[config.mk]
export PLATFORM = sky130hd
export DESIGN_NAME = clock_evict_engine
export DESIGN_NICKNAME = d
export VERILOG_FILES = /design/src/rtl/cea_pkg.sv /design/src/rtl/cea_frame_bits.sv /design/src/rtl/cea_hand_sweep.sv /design/src/rtl/cea_fault_flag.sv /design/src/rtl/clock_evict_engine.sv
export SDC_FILE = /design/constraint.sdc
export NUM_CORES = 1
export LEC_CHECK = 0
export ABC_AREA = 1
export BUFFER_PORTS_ARGS = -buffer_cell sky130_fd_sc_hd__buf_2
export CAP_MARGIN = 0
export CORE_MARGIN = 8
export CORE_UTILIZATION = 30
export CTS_CLUSTER_DIAMETER = 120
export CTS_CLUSTER_SIZE = 8
export DETAILED_ROUTE_END_ITERATION = 10
export HOLD_SLACK_MARGIN = 0.1
export PLACE_DENSITY = 0.57
export RECOVER_POWER = 50
export SKIP_CTS_REPAIR_TIMING = 1
export SLEW_MARGIN = 0
export SYNTH_ARGS = -nofsm -noshare
export SYNTH_HDL_FRONTEND = slang
export SYNTH_SLANG_ARGS = --single-unit
export TNS_END_PERCENT = 5
[constraint.sdc]
create_clock -name clk -period 2.7 [get_ports clk]
set_clock_uncertainty 0.05 [all_clocks]
set_input_delay 0.135 -clock clk [delete_from_list [all_inputs] [get_ports clk]]
set_output_delay 0.135 -clock clk [all_outputs]
set_load 0.02 [all_outputs]
[src/rtl/cea_pkg.sv]
// Shared types for the clock eviction engine.
package cea_pkg;
    // Sweep controller state.
    typedef enum logic {
        HAND_IDLE  = 1'b0,
        HAND_SWEEP = 1'b1
    } hand_state_e;
endpackage

[src/rtl/cea_frame_bits.sv]
// Per-frame status storage: resident, referenced and modified bits.
// Assumes at most one access, one fill and one sweep step per cycle.
// Priority per frame: fill, then access, then the sweep's clear and grant.
module cea_frame_bits #(
    parameter int NFRAMES = 16,
    parameter int IDX_W   = $clog2(NFRAMES)
) (
    input  logic               clk,
    input  logic               rst_n,
    input  logic               acc_valid,
    input  logic               acc_write,
    input  logic [IDX_W-1:0]   acc_frame,
    input  logic               fill_valid,
    input  logic [IDX_W-1:0]   fill_frame,
    input  logic               step_clr,
    input  logic               step_grant,
    input  logic [IDX_W-1:0]   step_idx,
    output logic [NFRAMES-1:0] present_vec,
    output logic [NFRAMES-1:0] accessed_vec,
    output logic [NFRAMES-1:0] written_vec
);
    for (genvar g = 0; g < NFRAMES; g++) begin : g_frame
        logic p_q, a_q, w_q;
        logic hit_acc, hit_fill, hit_clr, hit_grant;

        // Decode which events target this frame.
        always_comb begin
            hit_acc   = acc_valid && (acc_frame == IDX_W'(g)) && p_q;
            hit_fill  = fill_valid && (fill_frame == IDX_W'(g));
            hit_clr   = step_clr && (step_idx == IDX_W'(g));
            hit_grant = step_grant && (step_idx == IDX_W'(g));
        end

        // Update the three status bits in priority order.
        always_ff @(posedge clk) begin
            if (!rst_n) begin
                p_q <= 1'b0;
                a_q <= 1'b0;
                w_q <= 1'b0;
            end else if (hit_fill) begin
                p_q <= 1'b1;
                a_q <= 1'b1;
                w_q <= 1'b0;
            end else begin
                if (hit_acc)
                    a_q <= 1'b1;
                else if (hit_clr)
                    a_q <= 1'b0;
                if (hit_acc && acc_write)
                    w_q <= 1'b1;
                if (hit_grant)
                    p_q <= 1'b0;
            end
        end

        assign present_vec[g]  = p_q;
        assign accessed_vec[g] = a_q;
        assign written_vec[g]  = w_q;
    end
endmodule

[src/rtl/cea_hand_sweep.sv]
// Circular hand and sweep controller. It accepts a request when idle and
// examines one frame per cycle: it clears a referenced frame and moves on,
// or grants an unreferenced frame and returns to idle. It assumes the
// status bits reflect the previous clock edge.
module cea_hand_sweep
    import cea_pkg::*;
#(
    parameter int NFRAMES = 16,
    parameter int IDX_W   = $clog2(NFRAMES)
) (
    input  logic               clk,
    input  logic               rst_n,
    input  logic               evict_req,
    input  logic [NFRAMES-1:0] present_vec,
    input  logic [NFRAMES-1:0] accessed_vec,
    input  logic [NFRAMES-1:0] written_vec,
    input  logic               acc_valid,
    input  logic               acc_write,
    input  logic [IDX_W-1:0]   acc_frame,
    output logic [IDX_W-1:0]   step_idx,
    output logic               step_clr,
    output logic               step_grant,
    output logic               busy,
    output logic               evict_done,
    output logic [IDX_W-1:0]   evict_frame,
    output logic               evict_dirty
);
    localparam logic [IDX_W-1:0] LAST_IDX = IDX_W'(NFRAMES - 1);

    hand_state_e      state_q;
    logic [IDX_W-1:0] hand_q;
    logic [IDX_W-1:0] hand_next;
    logic             late_write;

    // Step decision for the frame under the hand.
    always_comb begin
        hand_next  = (hand_q == LAST_IDX) ? '0 : hand_q + 1'b1;
        step_clr   = (state_q == HAND_SWEEP) && accessed_vec[hand_q];
        step_grant = (state_q == HAND_SWEEP) && !accessed_vec[hand_q];
        late_write = acc_valid && acc_write && (acc_frame == hand_q)
                     && present_vec[hand_q];
    end

    // Hand position, sweep state and victim report registers.
    always_ff @(posedge clk) begin
        if (!rst_n) begin
            state_q     <= HAND_IDLE;
            hand_q      <= '0;
            evict_done  <= 1'b0;
            evict_frame <= '0;
            evict_dirty <= 1'b0;
        end else begin
            evict_done <= 1'b0;
            if (state_q == HAND_IDLE) begin
                if (evict_req)
                    state_q <= HAND_SWEEP;
            end else if (step_clr) begin
                hand_q <= hand_next;
            end else begin
                hand_q      <= hand_next;
                state_q     <= HAND_IDLE;
                evict_done  <= 1'b1;
                evict_frame <= hand_q;
                evict_dirty <= written_vec[hand_q] | late_write;
            end
        end
    end

    assign step_idx = hand_q;
    assign busy     = (state_q == HAND_SWEEP);
endmodule

[src/rtl/cea_fault_flag.sv]
// Registers a one-cycle fault when an access targets a non-resident frame.
// It assumes present_vec is the registered residency state.
module cea_fault_flag #(
    parameter int NFRAMES = 16,
    parameter int IDX_W   = $clog2(NFRAMES)
) (
    input  logic               clk,
    input  logic               rst_n,
    input  logic               acc_valid,
    input  logic [IDX_W-1:0]   acc_frame,
    input  logic [NFRAMES-1:0] present_vec,
    output logic               acc_fault
);
    // Flag the rejected access in the following cycle.
    always_ff @(posedge clk) begin
        if (!rst_n)
            acc_fault <= 1'b0;
        else
            acc_fault <= acc_valid && !present_vec[acc_frame];
    end
endmodule

[src/rtl/clock_evict_engine.sv]
// Top level of the clock eviction engine. It ties together the status bit
// storage, the sweep controller and the fault flag. All inputs are
// synchronous to clk, and the reset is synchronous and active low.
module clock_evict_engine #(
    parameter int NFRAMES = 16,
    parameter int IDX_W   = $clog2(NFRAMES)
) (
    input  logic             clk,
    input  logic             rst_n,
    input  logic             acc_valid,
    input  logic             acc_write,
    input  logic [IDX_W-1:0] acc_frame,
    output logic             acc_fault,
    input  logic             fill_valid,
    input  logic [IDX_W-1:0] fill_frame,
    input  logic             evict_req,
    output logic             evict_done,
    output logic [IDX_W-1:0] evict_frame,
    output logic             evict_dirty
);
    logic [NFRAMES-1:0] present_vec;
    logic [NFRAMES-1:0] accessed_vec;
    logic [NFRAMES-1:0] written_vec;
    logic [IDX_W-1:0]   step_idx;
    logic               step_clr;
    logic               step_grant;
    logic               busy;

    cea_frame_bits #(.NFRAMES(NFRAMES), .IDX_W(IDX_W)) u_bits (
        .clk          (clk),
        .rst_n        (rst_n),
        .acc_valid    (acc_valid),
        .acc_write    (acc_write),
        .acc_frame    (acc_frame),
        .fill_valid   (fill_valid),
        .fill_frame   (fill_frame),
        .step_clr     (step_clr),
        .step_grant   (step_grant),
        .step_idx     (step_idx),
        .present_vec  (present_vec),
        .accessed_vec (accessed_vec),
        .written_vec  (written_vec)
    );

    cea_hand_sweep #(.NFRAMES(NFRAMES), .IDX_W(IDX_W)) u_sweep (
        .clk          (clk),
        .rst_n        (rst_n),
        .evict_req    (evict_req),
        .present_vec  (present_vec),
        .accessed_vec (accessed_vec),
        .written_vec  (written_vec),
        .acc_valid    (acc_valid),
        .acc_write    (acc_write),
        .acc_frame    (acc_frame),
        .step_idx     (step_idx),
        .step_clr     (step_clr),
        .step_grant   (step_grant),
        .busy         (busy),
        .evict_done   (evict_done),
        .evict_frame  (evict_frame),
        .evict_dirty  (evict_dirty)
    );

    cea_fault_flag #(.NFRAMES(NFRAMES), .IDX_W(IDX_W)) u_fault (
        .clk         (clk),
        .rst_n       (rst_n),
        .acc_valid   (acc_valid),
        .acc_frame   (acc_frame),
        .present_vec (present_vec),
        .acc_fault   (acc_fault)
    );
endmodule

* Yosys cells after proc, flatten, opt, wreduce, memory -nomap -nowiden
Cells that the tools add are included.
** Cells by class
- Bitwise gates (word level) :: 3
- Mux-type cells :: 93
- $add $sub $neg :: 1
- Reduce and logical (&&, ||, !) cells :: 157
- Eq/ne operators :: 46
- Magnitude comparators :: 2
** Operators with widths (number)
- logical AND 1 bit :: 102
- == test 4 bit, second input constant :: 24
- 2-to-1 mux 1 bit :: 88
- == test 4 x 3 -> 1 bit, second input constant :: 12
- nonzero test 3 bit :: 16
- nonzero test 2 bit :: 16
- OR reduction 2 bit :: 16
- == test 4 x 2 -> 1 bit, second input constant :: 6
- binary-select mux 1 bit (select 4 bit) :: 4
- == test 4 x 1 -> 1 bit, second input constant :: 3
- logical NOT 4 bit :: 3
- less-than comparator 4 x 5 -> 1 bit, second input constant :: 2
- adder 4 x 1 -> 4 bit, second input constant :: 1
- == test 4 bit :: 1
- 2-to-1 mux 4 bit :: 1
- AND reduction 2 bit :: 2
- logical NOT 1 bit :: 2
- NOT 1 bit :: 2
- OR 1 bit :: 1
** Storage, ports and cells
- Input port bits :: 14
- Output and inout port bits :: 7
- Bits in registers :: 60
- Word-level logic and storage cells :: 356

* Longest topological paths before layout
- Depth in word-level cells :: 7
- Gate-level depth with buffers :: 13
- Mapped depth without buffers :: 12

* Cells and area by module
A second synthesis with hierarchy kept.
** Unflattened totals
- Cell total of the unflattened synthesis :: 677
- Area total of the unflattened synthesis :: 4105.2 µm²
** By module, submodules not included
- cea_frame_bits :: cells an instance 415, area an instance 2717.6 µm², seq. area each 960.9 µm², times used 1
- cea_hand_sweep :: cells an instance 210, area an instance 1143.6 µm², seq. area each 220.2 µm², times used 1
- cea_fault_flag :: cells an instance 52, area an instance 244.0 µm², seq. area each 20.0 µm², times used 1

* Least setup slack after synthesis
Ideal clock, no wire load.
- Kind :: register to register
- Start :: reg u_sweep.hand_q[0] (netlist: u_sweep.step_idx[0])
- End :: reg u_bits.g_frame[12].a_q
- Clock period less this slack :: 1.558 ns
- Data required time :: 2.518 ns
- Stages on the path, launching flop included :: 14
- Setup slack :: 1.142 ns
- Library setup time :: 0.132 ns
- Buffers on the path :: 2
- Arrival time :: 1.376 ns
- Cells stage by stage :: dfxtp_1 > inv_2 > buf_6 > nand2_2 > nand3_2 > nand2_1 > nand2_1 > nand2_4 > inv_2 > nand2_4 > buf_8 > nand3_2 > nand2_1 > a21oi_1
** Between the ends
- Cells in the longest elaborated chain, start to end :: 5
- Elaborated cells between the ends (all ways) :: 6
- Classes of those cells :: eq/ne (1); mux (2); reduce/logical (3)
** RTL lines
- start: declaration :: line cea_hand_sweep.sv:31 : logic [IDX_W-1:0] hand_q;
- start signal: assignment :: line cea_hand_sweep.sv:58 : hand_q <= hand_next;
- start signal: assignment :: line cea_hand_sweep.sv:60 : hand_q <= hand_next;
- binary-select mux 1 bit (select 4 bit) :: line cea_hand_sweep.sv:38 : step_clr = (state_q == HAND_SWEEP) && accessed_vec[hand_q];
- 2-to-1 mux 1 bit (implied by the code) :: line cea_hand_sweep.sv:38
- logical AND 1 bit :: line cea_hand_sweep.sv:38
- logical AND 1 bit (*) :: line cea_frame_bits.sv:30 : hit_clr = step_clr && (step_idx == IDX_W'(g));
- nonzero test 3 bit (no line) (*)
- end signal: assignment :: line cea_frame_bits.sv:38 : a_q <= 1'b0;
- end signal: assignment :: line cea_frame_bits.sv:42 : a_q <= 1'b1;
- end signal: assignment :: line cea_frame_bits.sv:46 : a_q <= 1'b1;
- end: declaration :: line cea_frame_bits.sv:23 : logic p_q, a_q, w_q;
Every way passes the cells marked *; elsewhere a longest branch is shown, timed or not. The select of a mux whose other input is x is not followed.
A chain may end at the register's enable or synchronous reset.

* Worst setup path after layout
- Start :: reg u_sweep.hand_q[0] (netlist: u_sweep.step_idx[0])
- End :: reg u_sweep.evict_dirty
** Between the ends
- Cells in the longest elaborated chain, start to end :: 5
- Elaborated cells between the ends (all ways) :: 13
- Classes of those cells :: eq/ne (1); mux (6); bitwise (2); reduce/logical (4)
** RTL lines
- binary-select mux 1 bit (select 4 bit) :: line cea_hand_sweep.sv:38
- 2-to-1 mux 1 bit (implied by the code) :: line cea_hand_sweep.sv:38
- logical AND 1 bit :: line cea_hand_sweep.sv:38
- NOT 1 bit (no line)
- AND reduction 2 bit (no line)
- end signal: assignment :: line cea_hand_sweep.sv:64 : evict_dirty <= written_vec[hand_q] | late_write;
- end: declaration :: line cea_hand_sweep.sv:26 : output logic evict_dirty
Several ways; a longest one is shown, not always the timed one. The select of a mux whose other input is x is not followed.

==> reports/metrics.json <==
{
  "run_status": {
    "outcome": "complete, no violations"
  },
  "worst_setup_path": {
    "worst-endpoint-required_ns": 2.88,
    "crit_path_max_fanout": 32,
    "end_kind": "flop",
    "start_kind": "flop",
    "path_class": "flop to flop",
    "arrival_ns": 2.17,
    "setup.reg_to_reg.worst_slack_ns": 0.70
  },
  "clocking": {
    "cts.reportedPaths.clkPinSlew_ns": 0.05,
    "clock_sink_count": 60,
    "ctsRootBufferMaster": "clkbuf_16",
    "clk_latency_ns": 0.33,
    "maximum_clock_path_buffer_count": 2,
    "cts_inserted_buffers": 9,
    "tritoncts": "built",
    "cts_max_level": 3
  },
  "place": {
    "gp_congestion": 0.909,
    "dp_slack_ns": 0.779,
    "detailedPlacementHpwl_mm": 7.32,
    "io_buffer_count": 20
  },
  "power": {
    "total_design_power_uw": 2420,
    "worst_ir_drop_vdd_v": 0.000239,
    "power_per_cell_area_nw_per_um2": 620,
    "power_frac_comb_pct": 13.5,
    "total_leakage_power_uw": 0.00150,
    "p_switching_uw": 661,
    "clockPowerShare_pct": 48.5,
    "p_sw_share_pct": 27.4,
    "power_frac_seq_pct": 38.1,
    "p_int_uw": 1750
  },
  "global_route": {
    "overflow": 0,
    "largest_net_degree_at_the_start_of_global_routing": 49,
    "grt_antenna_before_repair": 0,
    "global_route.usage.total_pct": 14.4,
    "via_count_of_the_first_global_routing_pass": 3298,
    "grt_first_pass_wirelength_mm": 17.0
  },
  "sta": {
    "timing_worst_slew_pin_value_ns": 0.522,
    "unrepaired_setup_endpoints_after_global_routing": "no",
    "setup_total_negative_slack_ns": 0,
    "timing.final.ws_setup_ns": 0.704,
    "finalHoldViolCount": 0,
    "final.hold.worst_slack_ns": 0.0895,
    "post-route-period-util_pct": 73.9,
    "final_max_tran_viols": 0,
    "final_period_minus_worst_setup_slack_ns": 2.00,
    "setup_viol": 0,
    "fmax_mhz": 501,
    "maxSlewHeadroom_pct": 65.2
  },
  "routing": {
    "drt-vias-per-instance": 4.94,
    "detailedRoute.firstIterationViolations": 242,
    "num_vias": 3471,
    "drt_drc_violations_left": 0,
    "routed_wl_mm": 10.4,
    "route.antenna.remaining_nets": 0,
    "routed_wire_length_per_instance_um": 14.8,
    "first_pass_drt_iterations": 5
  },
  "floorplan": {
    "io-pin-count": 21,
    "coreArea_um2": 11300,
    "die_h_um": 123,
    "chipWidth_um": 123,
    "die_area_um2": 15100,
    "initial_core_util_pct": 30.4,
    "floorplan.rows": 39
  },
  "yosys": {
    "synth_area_leader_cell": "dfxtp_1",
    "netlist-cell-type-count": 28,
    "fraction_of_the_yosys_area_taken_by_sequential_cells_pct": 35.0,
    "synthDominantCellAreaShare_pct": 35.0,
    "synth_compound_gate_area_share_pct": 13.7,
    "post_synth_mux_area_share_pct": 0,
    "synth_xor_xnor_area_share_pct": 0.256,
    "post_synth_instance_area_um2": 3430,
    "ys_top_cells_by_area": "dfxtp_1, nand2_1, nor2_1",
    "yosys.area_share.adder_pct": 1.46,
    "number_of_nets_in_the_synthesized_netlist": 558,
    "synthSimpleGateAreaFrac_pct": 37.3,
    "synthesis.area_per_instance_um2": 6.35,
    "yosys_warnings": 0,
    "synthesis.instances": 540,
    "combinational_family_with_the_most_area_after_synthesis": "simple AND/OR/NAND/NOR gates",
    "synth.ff_latch_count": 60
  },
  "worst_hold_path": {
    "hold_path.class": "input pin to flop"
  },
  "finish": {
    "synth_to_final_area_change_pct": 13.7,
    "antenna-diode-count": 0,
    "drive_above_1_share_pct": 8.94,
    "nNetsFinal": 572
  },
  "job": {
    "number_of_maximum_capacitance_constraint_violations": 0
  }
}
placed cells by master, fill, tap and decap left out, drive strengths merged:
cell type,synthesis,routed
a21oi,57,57
a31oi,2,2
and2,1,1
buf,13,16
bufinv,0,1
clkbuf,10,20
clkinv,0,2
clkinvlp,0,1
dfxtp,60,60
dlygate4sd3,0,2
ha,4,4
inv,77,77
nand2,113,113
nand3,48,48
nand3b,1,1
nand4,1,1
nor2,98,98
nor3,21,21
nor4,2,2
o211ai,2,2
o21ai,24,24
o22ai,5,5
xor2,1,1
area by class of cell:
cell class	instances	area (um^2)
inverters	77	289
clock buffers	12	256
multi-input cells	380	1780
flip-flops and latches	60	1200
well taps	143	179
fillers	1232	7380
clock inverters	4	47.5
repair buffers	26	140
cell families (layout without fill, tap and decap cells):
kind of cell | count (synthesis) | after routing
XOR/XNOR | 1 | 1
flip-flops | 60 | 60
adder cells (fa/ha/maj) | 4 | 4
AO/OA/AOI/OAI | 90 | 90
AND/OR/NAND/NOR | 285 | 285
buffers and inverters | 100 | 119
routing by layer:
layer  part of all wire, %  track usage [%]  routed length [um]
met1                    49             19.1                5050
met5                     0                0                   0
met3                   6.2             3.13                 638
met2                    44             22.5                4520
met4                   1.4             4.87                 148
power by group through the flow:
stage          clock (uW)  combinational [uW]  sequential, uW
6_report             1170                 325             919
5_1_grt              1230                 363             921
4_1_cts              1180                 323             919
3_5_place_dp            0                 321             937
3_3_place_gp            0                 319             937
2_1_floorplan           0                 239             941
worst max-delay path, stage by stage (launching register included):
cell	delay, ns
dfxtp_1	0.35
buf_4	0.33
nand2_1	0.12
nand3_2	0.09
nand2_1	0.05
nand2_1	0.06
nand2_1	0.15
nor2_8	0.31
nand2_4	0.13
inv_2	0.07
nand2_1	0.04
nor2_1	0.08
nor2_1	0.04
through the flow:
stage               area, um^2  util, %  instances
global route              3900     34.6        702
CTS                       3910     34.7        700
global placement          3600     32.0        684
floorplan                 3430        -        540
detailed placement        3600     32.0        684
finish                    3900     34.6        702
sequential cells by signal, summed over array words and instances (netlist names):
signal,cells
u_sweep.evict_done,1
u_sweep.step_idx,4
u_sweep.evict_dirty,1
u_sweep.evict_frame,4
u_bits.g_frame.w_q,16
u_bits.g_frame.p_q,16
u_bits.g_frame.a_q,16
u_fault.acc_fault,1
u_sweep.busy,1
worst paths after layout:
| check | cells past startpoint | end | startpoint |
|---|---|---|---|
| worst max-delay path | 12 | u_sweep.evict_dirty | u_sweep.step_idx[0] |
| worst min-delay path | 3 | u_sweep.evict_dirty | rst_n |
| worst max register to register | 12 | u_sweep.evict_dirty | u_sweep.step_idx[0] |
| worst min register to register | 2 | u_bits.g_frame[12].a_q | u_bits.g_frame[12].a_q |
synth_stat cells:
library cell / count
a21oi_1: 56
a21oi_2: 1
a31oi_1: 2
and2_1: 1
buf_2: 9
buf_6: 3
buf_8: 1
clkbuf_1: 10
dfxtp_1: 60
ha_1: 4
inv_1: 73
inv_2: 4
nand2_1: 107
nand2_2: 2
nand2_4: 4
nand3_1: 38
nand3_2: 10
nand3b_1: 1
nand4_1: 1
nor2_1: 96
nor2_4: 1
nor2_8: 1
nor3_1: 21
nor4_1: 2
o211ai_1: 2
o21ai_0: 24
o22ai_1: 5
xor2_1: 1
Note: power is estimated with default switching activity, not from simulation.
